==> src/rtl/vic_pkg.sv <==
package vic_pkg;
  localparam int DW     = 32;
  localparam int AW     = 8;
  localparam int PRIO_W = 3;
  localparam int MAX_SRC = 32;

  typedef enum logic [1:0] {
    TRG_LOW  = 2'b00,
    TRG_FALL = 2'b01,
    TRG_HIGH = 2'b10,
    TRG_RISE = 2'b11
  } trig_e;

  localparam logic [AW-1:0] A_MODE = 8'h00;
  localparam logic [AW-1:0] A_VEC  = 8'h20;
  localparam logic [AW-1:0] A_IVR  = 8'h40;
  localparam logic [AW-1:0] A_FVR  = 8'h41;
  localparam logic [AW-1:0] A_PEND = 8'h42;
  localparam logic [AW-1:0] A_MASK = 8'h43;
  localparam logic [AW-1:0] A_EN   = 8'h44;
  localparam logic [AW-1:0] A_DIS  = 8'h45;
  localparam logic [AW-1:0] A_SET  = 8'h46;
  localparam logic [AW-1:0] A_CLR  = 8'h47;
  localparam logic [AW-1:0] A_EOI  = 8'h48;
  localparam logic [AW-1:0] A_SPUR = 8'h49;
endpackage

==> src/rtl/vic_src_cond.sv <==
module vic_src_cond #(
  parameter bit SOFT_ONLY = 1'b0
) (
  input  logic       clk,
  input  logic       rst_n,
  input  logic       pin_i,
  input  logic [1:0] trig_i,
  input  logic       set_i,
  input  logic       clr_i,
  input  logic       ack_i,
  output logic       pend_o
);
  logic s1_q, s2_q, prv_q, lat_q;
  logic pin_g, edge_mode, edge_hit, lvl_hit;

  // the software source never sees its pin
  assign pin_g = SOFT_ONLY ? 1'b0 : pin_i;

  always_ff @(posedge clk or negedge rst_n) begin
    if (!rst_n) begin
      s1_q  <= 1'b0;
      s2_q  <= 1'b0;
      prv_q <= 1'b0;
    end else begin
      s1_q  <= pin_g;
      s2_q  <= s1_q;
      prv_q <= s2_q;
    end
  end

  assign edge_mode = trig_i[0];
  assign edge_hit  = trig_i[1] ? (s2_q & ~prv_q) : (~s2_q & prv_q);
  assign lvl_hit   = SOFT_ONLY ? 1'b0 : (s2_q == trig_i[1]);

  // new edge or forced set wins over a clear in the same cycle
  always_ff @(posedge clk or negedge rst_n) begin
    if (!rst_n)                   lat_q <= 1'b0;
    else if (!edge_mode)          lat_q <= 1'b0;
    else if (edge_hit || set_i)   lat_q <= 1'b1;
    else if (clr_i || ack_i)      lat_q <= 1'b0;
  end

  assign pend_o = edge_mode ? lat_q : lvl_hit;

  AST_SET_FORCES_PENDING: assert property (@(posedge clk) disable iff (!rst_n)
    (edge_mode && set_i) |=> pend_o);
  AST_LEVEL_KEEPS_NO_LATCH: assert property (@(posedge clk) disable iff (!rst_n)
    (!edge_mode && set_i) |=> !lat_q);
  AST_CLEAR_DROPS_EDGE: assert property (@(posedge clk) disable iff (!rst_n)
    (edge_mode && clr_i && !edge_hit && !set_i) |=> !lat_q);
endmodule

==> src/rtl/vic_prio.sv <==
module vic_prio #(
  parameter int N  = 8,
  parameter int PW = 3,
  localparam int IW = (N > 1) ? $clog2(N) : 1
) (
  input  logic            clk,
  input  logic            rst_n,
  input  logic [N-1:0]    req_i,
  input  logic [N*PW-1:0] prio_i,
  output logic            valid_o,
  output logic [IW-1:0]   idx_o
);
  logic [PW-1:0] best;

  // strict greater-than keeps the lowest index on a tie
  always_comb begin
    valid_o = 1'b0;
    idx_o   = '0;
    best    = '0;
    for (int i = 0; i < N; i++) begin
      if (req_i[i] && (!valid_o || prio_i[i*PW +: PW] > best)) begin
        valid_o = 1'b1;
        idx_o   = IW'(i);
        best    = prio_i[i*PW +: PW];
      end
    end
  end

  AST_WINNER_REQUESTS: assert property (@(posedge clk) disable iff (!rst_n)
    valid_o |-> req_i[idx_o]);
  AST_NONE_MEANS_IDLE: assert property (@(posedge clk) disable iff (!rst_n)
    !valid_o |-> (req_i == '0));

  generate
    for (genvar g = 0; g < N; g++) begin : g_chk
      AST_NO_BETTER_LOSER: assert property (@(posedge clk) disable iff (!rst_n)
        (valid_o && req_i[g]) |-> (prio_i[g*PW +: PW] <= best));
      AST_TIE_LOW_INDEX: assert property (@(posedge clk) disable iff (!rst_n)
        (valid_o && req_i[g] && (prio_i[g*PW +: PW] == best)) |-> (IW'(g) >= idx_o));
    end
  endgenerate
endmodule

==> src/rtl/vic_top.sv <==
module vic_top
  import vic_pkg::*;
#(
  parameter int NSRC = 8,
  localparam int IW  = (NSRC > 1) ? $clog2(NSRC) : 1
) (
  input  logic            clk,
  input  logic            rst_n,
  input  logic [NSRC-1:0] src_in,
  input  logic            reg_valid,
  output logic            reg_ready,
  input  logic            reg_write,
  input  logic [AW-1:0]   reg_addr,
  input  logic [DW-1:0]   reg_wdata,
  output logic            rsp_valid,
  output logic [DW-1:0]   rsp_data,
  output logic            nirq,
  output logic            nfiq
);
  logic [1:0]        trig_q [NSRC];
  logic [PRIO_W-1:0] prio_q [NSRC];
  logic [DW-1:0]     vec_q  [NSRC];
  logic [DW-1:0]     spur_vec_q;
  logic [NSRC-1:0]   mask_q;
  logic              in_svc_q, spur_q;
  logic              rsp_valid_q;
  logic [DW-1:0]     rsp_data_q;

  logic              wr, rd;
  logic              in_mode, in_vec;
  logic [IW-1:0]     sel;
  logic [NSRC-1:0]   set_cmd, clr_cmd, ack_vec, pend, active, irq_req;
  logic [NSRC*PRIO_W-1:0] prio_flat;
  logic              win_valid;
  logic [IW-1:0]     win_idx;
  logic              ivr_rd, fvr_rd, eoi_wr;
  logic              irq_ok, fiq_ok;
  logic [DW-1:0]     rd_val;

  assign reg_ready = 1'b1;
  assign wr = reg_valid && reg_write;
  assign rd = reg_valid && !reg_write;

  assign in_mode = (reg_addr[7:5] == A_MODE[7:5]) && (32'(reg_addr[4:0]) < NSRC);
  assign in_vec  = (reg_addr[7:5] == A_VEC[7:5])  && (32'(reg_addr[4:0]) < NSRC);
  assign sel     = reg_addr[IW-1:0];

  assign ivr_rd = rd && (reg_addr == A_IVR);
  assign fvr_rd = rd && (reg_addr == A_FVR);
  assign eoi_wr = wr && (reg_addr == A_EOI);

  assign set_cmd = (wr && reg_addr == A_SET) ? reg_wdata[NSRC-1:0] : '0;
  assign clr_cmd = (wr && reg_addr == A_CLR) ? reg_wdata[NSRC-1:0] : '0;

  // per-source conditioning; index 1 is the pinless software source
  generate
    for (genvar g = 0; g < NSRC; g++) begin : g_src
      vic_src_cond #(.SOFT_ONLY(g == 1)) u_cond (
        .clk    (clk),
        .rst_n  (rst_n),
        .pin_i  (src_in[g]),
        .trig_i (trig_q[g]),
        .set_i  (set_cmd[g]),
        .clr_i  (clr_cmd[g]),
        .ack_i  (ack_vec[g]),
        .pend_o (pend[g])
      );
      assign prio_flat[g*PRIO_W +: PRIO_W] = prio_q[g];
    end
  endgenerate

  assign active  = pend & mask_q;
  assign irq_req = {active[NSRC-1:1], 1'b0};

  vic_prio #(.N(NSRC), .PW(PRIO_W)) u_prio (
    .clk     (clk),
    .rst_n   (rst_n),
    .req_i   (irq_req),
    .prio_i  (prio_flat),
    .valid_o (win_valid),
    .idx_o   (win_idx)
  );

  assign irq_ok = win_valid && !spur_q;
  assign fiq_ok = active[0] && !spur_q;

  always_comb begin
    ack_vec = '0;
    if (ivr_rd && irq_ok) ack_vec[win_idx] = 1'b1;
    if (fvr_rd && fiq_ok) ack_vec[0] = 1'b1;
  end

  // configuration registers
  always_ff @(posedge clk or negedge rst_n) begin
    if (!rst_n) begin
      for (int i = 0; i < NSRC; i++) begin
        trig_q[i] <= TRG_HIGH;
        prio_q[i] <= '0;
        vec_q[i]  <= '0;
      end
      spur_vec_q <= '0;
      mask_q     <= '0;
    end else if (wr) begin
      if (in_mode) begin
        trig_q[sel] <= reg_wdata[1:0];
        prio_q[sel] <= reg_wdata[6:4];
      end
      if (in_vec) vec_q[sel] <= reg_wdata;
      if (reg_addr == A_EN)   mask_q <= mask_q | reg_wdata[NSRC-1:0];
      if (reg_addr == A_DIS)  mask_q <= mask_q & ~reg_wdata[NSRC-1:0];
      if (reg_addr == A_SPUR) spur_vec_q <= reg_wdata;
    end
  end

  // acknowledge state: one active level plus the spurious lock
  always_ff @(posedge clk or negedge rst_n) begin
    if (!rst_n) begin
      in_svc_q <= 1'b0;
      spur_q   <= 1'b0;
    end else if (eoi_wr) begin
      in_svc_q <= 1'b0;
      spur_q   <= 1'b0;
    end else begin
      if (ivr_rd && irq_ok) in_svc_q <= 1'b1;
      if ((ivr_rd && !irq_ok) || (fvr_rd && !fiq_ok)) spur_q <= 1'b1;
    end
  end

  always_comb begin
    rd_val = '0;
    if (in_mode) rd_val = {{(DW-7){1'b0}}, prio_q[sel], 2'b00, trig_q[sel]};
    else if (in_vec) rd_val = vec_q[sel];
    else begin
      case (reg_addr)
        A_IVR:   rd_val = irq_ok ? vec_q[win_idx] : spur_vec_q;
        A_FVR:   rd_val = fiq_ok ? vec_q[0] : spur_vec_q;
        A_PEND:  rd_val = DW'(pend);
        A_MASK:  rd_val = DW'(mask_q);
        A_SPUR:  rd_val = spur_vec_q;
        default: rd_val = '0;
      endcase
    end
  end

  always_ff @(posedge clk or negedge rst_n) begin
    if (!rst_n) begin
      rsp_valid_q <= 1'b0;
      rsp_data_q  <= '0;
    end else begin
      rsp_valid_q <= rd;
      if (rd) rsp_data_q <= rd_val;
    end
  end

  assign rsp_valid = rsp_valid_q;
  assign rsp_data  = rsp_data_q;
  assign nirq = ~(win_valid && !in_svc_q && !spur_q);
  assign nfiq = ~(active[0] && !spur_q);

  AST_READ_ANSWERS: assert property (@(posedge clk) disable iff (!rst_n)
    rd |=> rsp_valid);
  AST_WRITE_SILENT: assert property (@(posedge clk) disable iff (!rst_n)
    wr |=> !rsp_valid);
  AST_ACK_RELEASES_IRQ: assert property (@(posedge clk) disable iff (!rst_n)
    (ivr_rd && irq_ok) |=> nirq);
  AST_SPUR_SILENCES: assert property (@(posedge clk) disable iff (!rst_n)
    ((ivr_rd && !irq_ok) || (fvr_rd && !fiq_ok)) |=> (nirq && nfiq));
  AST_SPUR_HOLDS: assert property (@(posedge clk) disable iff (!rst_n)
    (spur_q && !eoi_wr) |=> spur_q);
  AST_EOI_CLEARS: assert property (@(posedge clk) disable iff (!rst_n)
    eoi_wr |=> (!spur_q && !in_svc_q));
  AST_FIQ_FOLLOWS_SRC0: assert property (@(posedge clk) disable iff (!rst_n)
    !nfiq |-> (mask_q[0] && pend[0]));
endmodule

==> config.mk <==
export PLATFORM = sky130hd
export DESIGN_NAME = vic_top
export DESIGN_NICKNAME = d
export VERILOG_FILES = /design/src/rtl/vic_pkg.sv /design/src/rtl/vic_src_cond.sv /design/src/rtl/vic_prio.sv /design/src/rtl/vic_top.sv
export SDC_FILE = /design/constraint.sdc
export NUM_CORES = 1
export LEC_CHECK = 0
export CORE_MARGIN = 2
export CORE_UTILIZATION = 60
export CTS_BUF_LIST = sky130_fd_sc_hd__clkbuf_4 sky130_fd_sc_hd__clkbuf_8
export CTS_CLUSTER_DIAMETER = 120
export DETAILED_ROUTE_END_ITERATION = 12
export GPL_TIMING_DRIVEN = 1
export PLACE_DENSITY = 0.89
export SYNTH_ARGS = -nofsm -noshare
export SYNTH_HDL_FRONTEND = slang
export SYNTH_SLANG_ARGS = --single-unit
==> constraint.sdc <==
create_clock -name clk -period 10.9 [get_ports clk]
set_clock_uncertainty 0.05 [all_clocks]
set_input_delay 3.27 -clock clk [delete_from_list [all_inputs] [get_ports clk]]
set_output_delay 3.27 -clock clk [all_outputs]
set_load 0.005 [all_outputs]
Yosys cells after proc, flatten, opt, wreduce, memory -nomap -nowiden:

Index checks and enable logic that the tools add are counted.

* flip-flop bits (word level): 400
* input bits: 52
* word-level logic and storage cells: 296

* order comparisons: 12
* equality and inequality tests: 26
* mux-type cells: 97
* bitwise gates (word level): 36
* reduce and logical (&&, ||, !) cells: 66

Operators by type and width (number)
* $mux W32: 9
* $bwmux W256: 1
* $bmux W32 S3: 2
* $pmux W32 S5: 1
* $demux W32 S3: 1
* $eq A8 B7 Y1 const B: 10
* $mux W1: 53
* $mux W8: 5
* $mux W3: 13
* $logic_and A1 B1 Y1: 25
* $bwmux W24: 1
* $ne A3 B1 Y1 const B: 8
* $logic_or A1 B1 Y1: 22
* $gt A3 B3 Y1: 6
* $and A8 B8 Y8: 2
* $bwmux W16: 1
* $not A1 Y1: 16
* $and A1 B1 Y1: 14
* $logic_not A1 Y1: 11
* $mux W2: 5
* $bmux W3 S3: 1
* $demux W3 S3: 1
* $ge A4 B4 Y1 const B: 2
* $not A3 Y4: 2
* other kinds (14): 25

Depth between registers and ports, before layout:

* word-level depth: 38
* depth in mapped cells: 47
* gate-level depth less buffers: 42

Cells and area by module:

A second synthesis with hierarchy kept.

* cells, all modules: 1587
* area total of the unflattened synthesis: 21483.1 um^2

Modules (own cells, without submodules)
* vic_top: times used 1, cells an instance 1370, area each 19388.6 um^2
* vic_src_cond (g_src[0].u_cond ...): times used 7, cells an instance 11, area each 152.6 um^2
* vic_prio: times used 1, cells an instance 136, area each 979.7 um^2
* vic_src_cond (g_src[1].u_cond): times used 1, cells an instance 4, area each 46.3 um^2

Least setup slack after synthesis:

OpenSTA, ideal clock, no wires.

* kind: flip-flop to flip-flop
* start: register trig_q[12] (netlist name)
* end: register rsp_data_q[12] (netlist: rsp_data[12])
* data arrival time: 9018 ps
* setup slack: 1736 ps
* cell stages (with the launch flop): 44
* clock period less this slack: 9164 ps
* path through: dfrtp_1 > and3_1 > clkbuf_1 > and2_1 > ha_1 > nand3_1 > o21ai_0 > o21ai_0 > a32oi_1 > ha_1 > a211oi_1 > nor2_1 > o21ai_1 > mux2_2 > ha_1 > nor2b_1 > o21a_1 > o21ai_0 > [... 8 more ...] > buf_6 > mux2i_1 > ha_1 > nor2b_1 > o21a_1 > o21ai_0 > a21o_1 > mux2_2 > ha_1 > nor2b_1 > o21ai_0 > a211o_1 > o211a_1 > nand2_1 > buf_2 > buf_1 > o221ai_1 > o31ai_1

* word-level cells in the longest chain between the ends: 35
* elaborated cells between the ends (all ways): 55
* classes of those cells: order compare: 6; mux: 28; bitwise: 2; reduce/logical: 19

RTL lines
* start, declared: RTL line vic_top.sv:20 `logic [1:0] trig_q [NSRC];`
* start signal, assigned by index: RTL line vic_top.sv:105 `trig_q[sel] <= reg_wdata[1:0];`
* $mux W1 *: RTL line vic_src_cond.sv:43 `assign pend_o = edge_mode ? lat_q : lvl_hit;`
* $and A8 B8 Y8 *: RTL line vic_top.sv:72 `assign active = pend & mask_q;`
* $mux W3 or $mux W1 (tied branches): RTL line vic_prio.sv:21 `if (req_i[i] && (!valid_o || prio_i[i*PW +: PW] > best)) begin`
* $gt A3 B3 Y1 or $logic_not A1 Y1 (tied branches): RTL line vic_prio.sv:21
* $logic_or A1 B1 Y1: RTL line vic_prio.sv:21
* $logic_and A1 B1 Y1: RTL line vic_prio.sv:21
* $mux W3 or $mux W1 (tied branches): RTL line vic_prio.sv:21
* $gt A3 B3 Y1 or $logic_not A1 Y1 (tied branches): RTL line vic_prio.sv:21
* [... 18 more ...]
* $mux W3: RTL line vic_prio.sv:21
* $not A3 Y4 (implied by the code): RTL line vic_top.sv:135 `A_IVR: rd_val = irq_ok ? vec_q[win_idx] : spur_vec_q;`
* $bmux W32 S3: RTL line vic_top.sv:135
* $mux W32 (implied by the code) (2 in series): RTL line vic_top.sv:135
* $mux W32 *: RTL line vic_top.sv:135
* $pmux W32 S5 *: RTL line vic_top.sv:134 `case (reg_addr)`
* $mux W32 *: RTL line vic_top.sv:132 `else if (in_vec) rd_val = vec_q[sel];`
* $mux W32 *: RTL line vic_top.sv:131 `if (in_mode) rd_val = {{(DW-7){1'b0}}, prio_q[sel], 2'b00, trig_q[sel]};`
* end signal, assigned: RTL line vic_top.sv:151 `if (rd) rsp_data_q <= rd_val;`
* end, declared: RTL line vic_top.sv:27 `logic [DW-1:0] rsp_data_q;`

Mark *: on every way between the ends. The rest lies on a longest branch, timed or not. The select of a mux whose other input is x is not followed.
A chain may end at the register's enable or synchronous reset.

Worst setup path after layout:

* start: register trig_q[12] (netlist name)
* end: register rsp_data_q[27] (netlist: rsp_data[27])

Same word-level chain as after synthesis.

==> impl_metrics.tcl <==
set metrics [dict create \
    status "complete, no violations" \
    antenna_found_initial 1 \
    syn_area_per_cell_sq_um 12.8 \
    fillers 2163 \
    die_h_microns 189 \
    grt_max_degree 134 \
    crit_start "trig_q[12]" \
    p_clk_share_pct 42.2 \
    cts_max_path_buffers 3 \
    std_cell_rows 67 \
    reg2reg_from "trig_q[12]" \
    seqPwrFrac_pct 48.7 \
    arrival_ps 10820 \
    crit_path_start_kind "flop" \
    power_switching_uw 827 \
    ys_warn_count 0 \
    first_pass_iters 7 \
    root_buffer "clkbuf_8" \
    hold_path.class "flop to flop" \
    powerDensity_nw_per_um2 139 \
    finalSetupViolations 0 \
    p_leak_nw 10.8 \
    hold_depth 0 \
    hold_buffers 0 \
    max_freq_mhz 96.5 \
    power_switching_share_pct 25.7 \
    fin_nets 1741 \
    clkTransAtPathRegs_ps 60 \
    slew_viol_final 0 \
    cts_tree "built" \
    route.detailed.drc 0 \
    track_usage_pct 34.5 \
    num_vias 15600 \
    synth.cell_area_sq_um 20600 \
    pin_count 88 \
    drt_iter0_drc 1961 \
    port_buffers 85 \
    synthArstFlopShare_pct 100 \
    final_cell_area_sq_um 23100 \
    place_worst_setup_slack_ps 463 \
    totalWireLength_microns 60500 \
    place_hpwl_microns 34800 \
    rsz0062_at_grt "false" \
    worstMarginPinSlew_ps 1250 \
    areaGrowthSynthToFinish_pct 12.3 \
    endpoint "rsp_data[27]" \
    synth_cells 1603 \
    finalWorstSetupSlack_ps 536 \
    cts.sinks 400 \
    die_w_microns 189 \
    finalHoldViolCount 0 \
    ys_types 84 \
    vias_per_cell 7.22 \
    crit_slowest_cell "or2_1" \
    max_stage_delay_ps 450 \
    drv_cap 0 \
    p_comb_share_pct 9.0 \
    initial_utilization_pct 61.2 \
    setup_tns_ps 0 \
    synth_nets 1673 \
    ir_worst_vdd_mv 0.0772 \
    worstPathRequired_ps 11350 \
    criticalPathCategory "flop to flop" \
    synth-seq-area-share_pct 48.7 \
    synth_seq_cells 400 \
    critPathCaptureType "flop" \
    place_congestion 0.978 \
    reg2reg_to "rsp_data[27]" \
    rrSetupSlack_ps 540 \
    p_int_mw 2.40 \
    ctsResizeCount 0 \
    synth_ff_type "dfrtp_1" \
    wl_per_cell_microns 27.9 \
    critical_path.max_fanout 18 \
    finalCriticalPeriod_ps 10360 \
    clock_latency_ps 640 \
    dieArea_sq_um 35800 \
    reg2reg_depth 42 \
    place_area_sq_um 21800 \
    diodes 0 \
    overflow 0 \
    cts_setup_buffers 0 \
    ant_nets 0 \
    synth_edf_count 0 \
    grt_pass1_wl_microns 94100 \
    grt_pass1_vias 16500 \
    core-area_sq_um 33600 \
    htree_levels 3 \
    slew_headroom_pct 16.5 \
    timing.final.crit_share_pct 95.1 \
    layout-drive-gt1-share_pct 35.7 \
    cts_made_buffers 66 \
    power_mw 3.22 \
    path_common_cell "ha_1" \
]
==> placed cells by master (no fill, tap or decap), drive strengths merged, types with 6 or more instances in the layout <==
master and count:
mux2i 42, mux2 325, a221o 25, dfrtp 392
and3 10, a221oi 16, ha 18, a31oi 8
nor2 62, o22ai 33, a22oi 28, a21o 6
a211oi 9, nand2b 15, o211ai 14, buf 38
o21ai 44, nor2b 10, clkdlybuf4s50 81, a21oi 52
clkbuf 108, o31ai 27, o221ai 50, xnor2 6
nand3 18, nor3 8, inv 28, a21boi 7
nand2 81, dfstp 8, mux4 74, and2 8
==> power groups by stage <==
stage          Combinational (mW)  Clock [mW]  Sequential (mW)
2_1_floorplan               0.162           0             1.58
3_3_place_gp                0.273           0             1.59
3_5_place_dp                0.283           0             1.59
4_1_cts                     0.286        1.36             1.57
5_1_grt                     0.312        1.43             1.57
6_report                    0.291        1.36             1.57
==> cell families (layout without fill, tap and decap cells) <==
group / after synthesis / after routing / share of synthesized area (%)
xor+xnor: 7 / 7 / 0.334
mux: 441 / 441 / 28.0
simple gates: 240 / 240 / 5.74
flops: 400 / 400 / 48.7
compound gates: 352 / 352 / 13.1
fa+ha+maj: 18 / 18 / 1.09
buf+inv: 144 / 259 / 3.01
other cells: 1 / 1 / 0.0182
==> how the worst min path moves through the flow <==
stage	startpoint	endpoint	slack (ps)
finish	g_src[4].u_cond.s1_q	g_src[4].u_cond.s2_q	300
floorplan	g_src[0].u_cond.s1_q	g_src[0].u_cond.s2_q	280
CTS	g_src[4].u_cond.s1_q	g_src[4].u_cond.s2_q	300
global route	g_src[5].u_cond.s1_q	g_src[5].u_cond.s2_q	300
detailed placement	g_src[4].u_cond.s1_q	g_src[4].u_cond.s2_q	290
global placement	g_src[7].u_cond.s1_q	g_src[7].u_cond.s2_q	280
==> cells in the mapped netlist (5+ instances only) <==
cell type    n  area share, %
mux4_2      73            8.0
dfstp_2      8            1.0
a31oi_1      8           0.24
o21ai_0     40           0.97
a21o_1       5           0.18
mux2_1       5           0.27
and3_1       8           0.24
ha_1        18            1.1
nor2b_1     10           0.30
nor3_1       7           0.17
o31ai_1     17           0.62
inv_1       24           0.44
nor2_1      62            1.1
nand2_1     81            1.5
o22ai_1     33            1.0
a221o_1     25            1.2
dfrtp_1    392             48
o221ai_2    13           0.95
mux2i_1     42            2.0
a21oi_1     50            1.2
a21boi_0     6           0.22
a211oi_1     7           0.26
a22oi_1     28            1.0
or3_1        5           0.15
o221ai_1    37            1.6
nand3_1     17           0.41
buf_2       24           0.58
clkbuf_1    53           0.97
nand2b_1    15           0.46
a221oi_1    16           0.68
mux2_2     316             17
o211ai_1    13           0.47
xnor2_1      5           0.21
o31ai_2     10           0.61
buf_1       35           0.64
==> routing by layer <==
metal	track usage, %	up-vias	wire length, microns
met3	8.71	303	6920
met1	44.3	7861	22100
met5	0	-	14
met4	22.1	2	3650
met2	52.9	1173	27800
li1	-	6309	-
==> per-stage QoR <==
stage | hold slack [ps] | std cells | util [%]
2_1_floorplan | 281 | 1603 | -
3_3_place_gp | 283 | 2051 | 64.8
3_5_place_dp | 287 | 2051 | 64.8
4_1_cts | 300 | 2166 | 68.7
5_1_grt | 302 | 2166 | 68.8
6_report | 298 | 2166 | 68.8
==> critical path: cells and delay by family, from the launching register on <==
family	cells	cell delay, ps
flip-flops	1	410
adder cells (fa/ha/maj)	6	1600
buffers and inverters	2	450
AND/OR/NAND/NOR	11	1870
AO/OA/AOI/OAI	20	4790
multiplexers	3	1040
==> sequential cells by signal, indices dropped and copies added, names as in the netlist, named ones only <==
name                cells
prio_flat              24
in_svc_q                1
vec_q                 256
g_src.u_cond.s2_q       7
rsp_data               32
g_src.u_cond.lat_q      8
rsp_valid               1
spur_vec_q             32
spur_q                  1
g_src.u_cond.prv_q      7
g_src.u_cond.s1_q       7
trig_q                 16
==> final cells by class <==
type,count,area [sq um],share of cell area (%)
multi-input combinational,1059,10000,43.2
clock buffer,108,1290,5.56
sequential,400,10000,43.3
timing repair buffer,119,1110,4.79
inverter,25,93.8,0.406
clock inverter,7,53.8,0.233
tap,448,561,2.42
No activity file was read; power rests on OpenSTA's default activity.
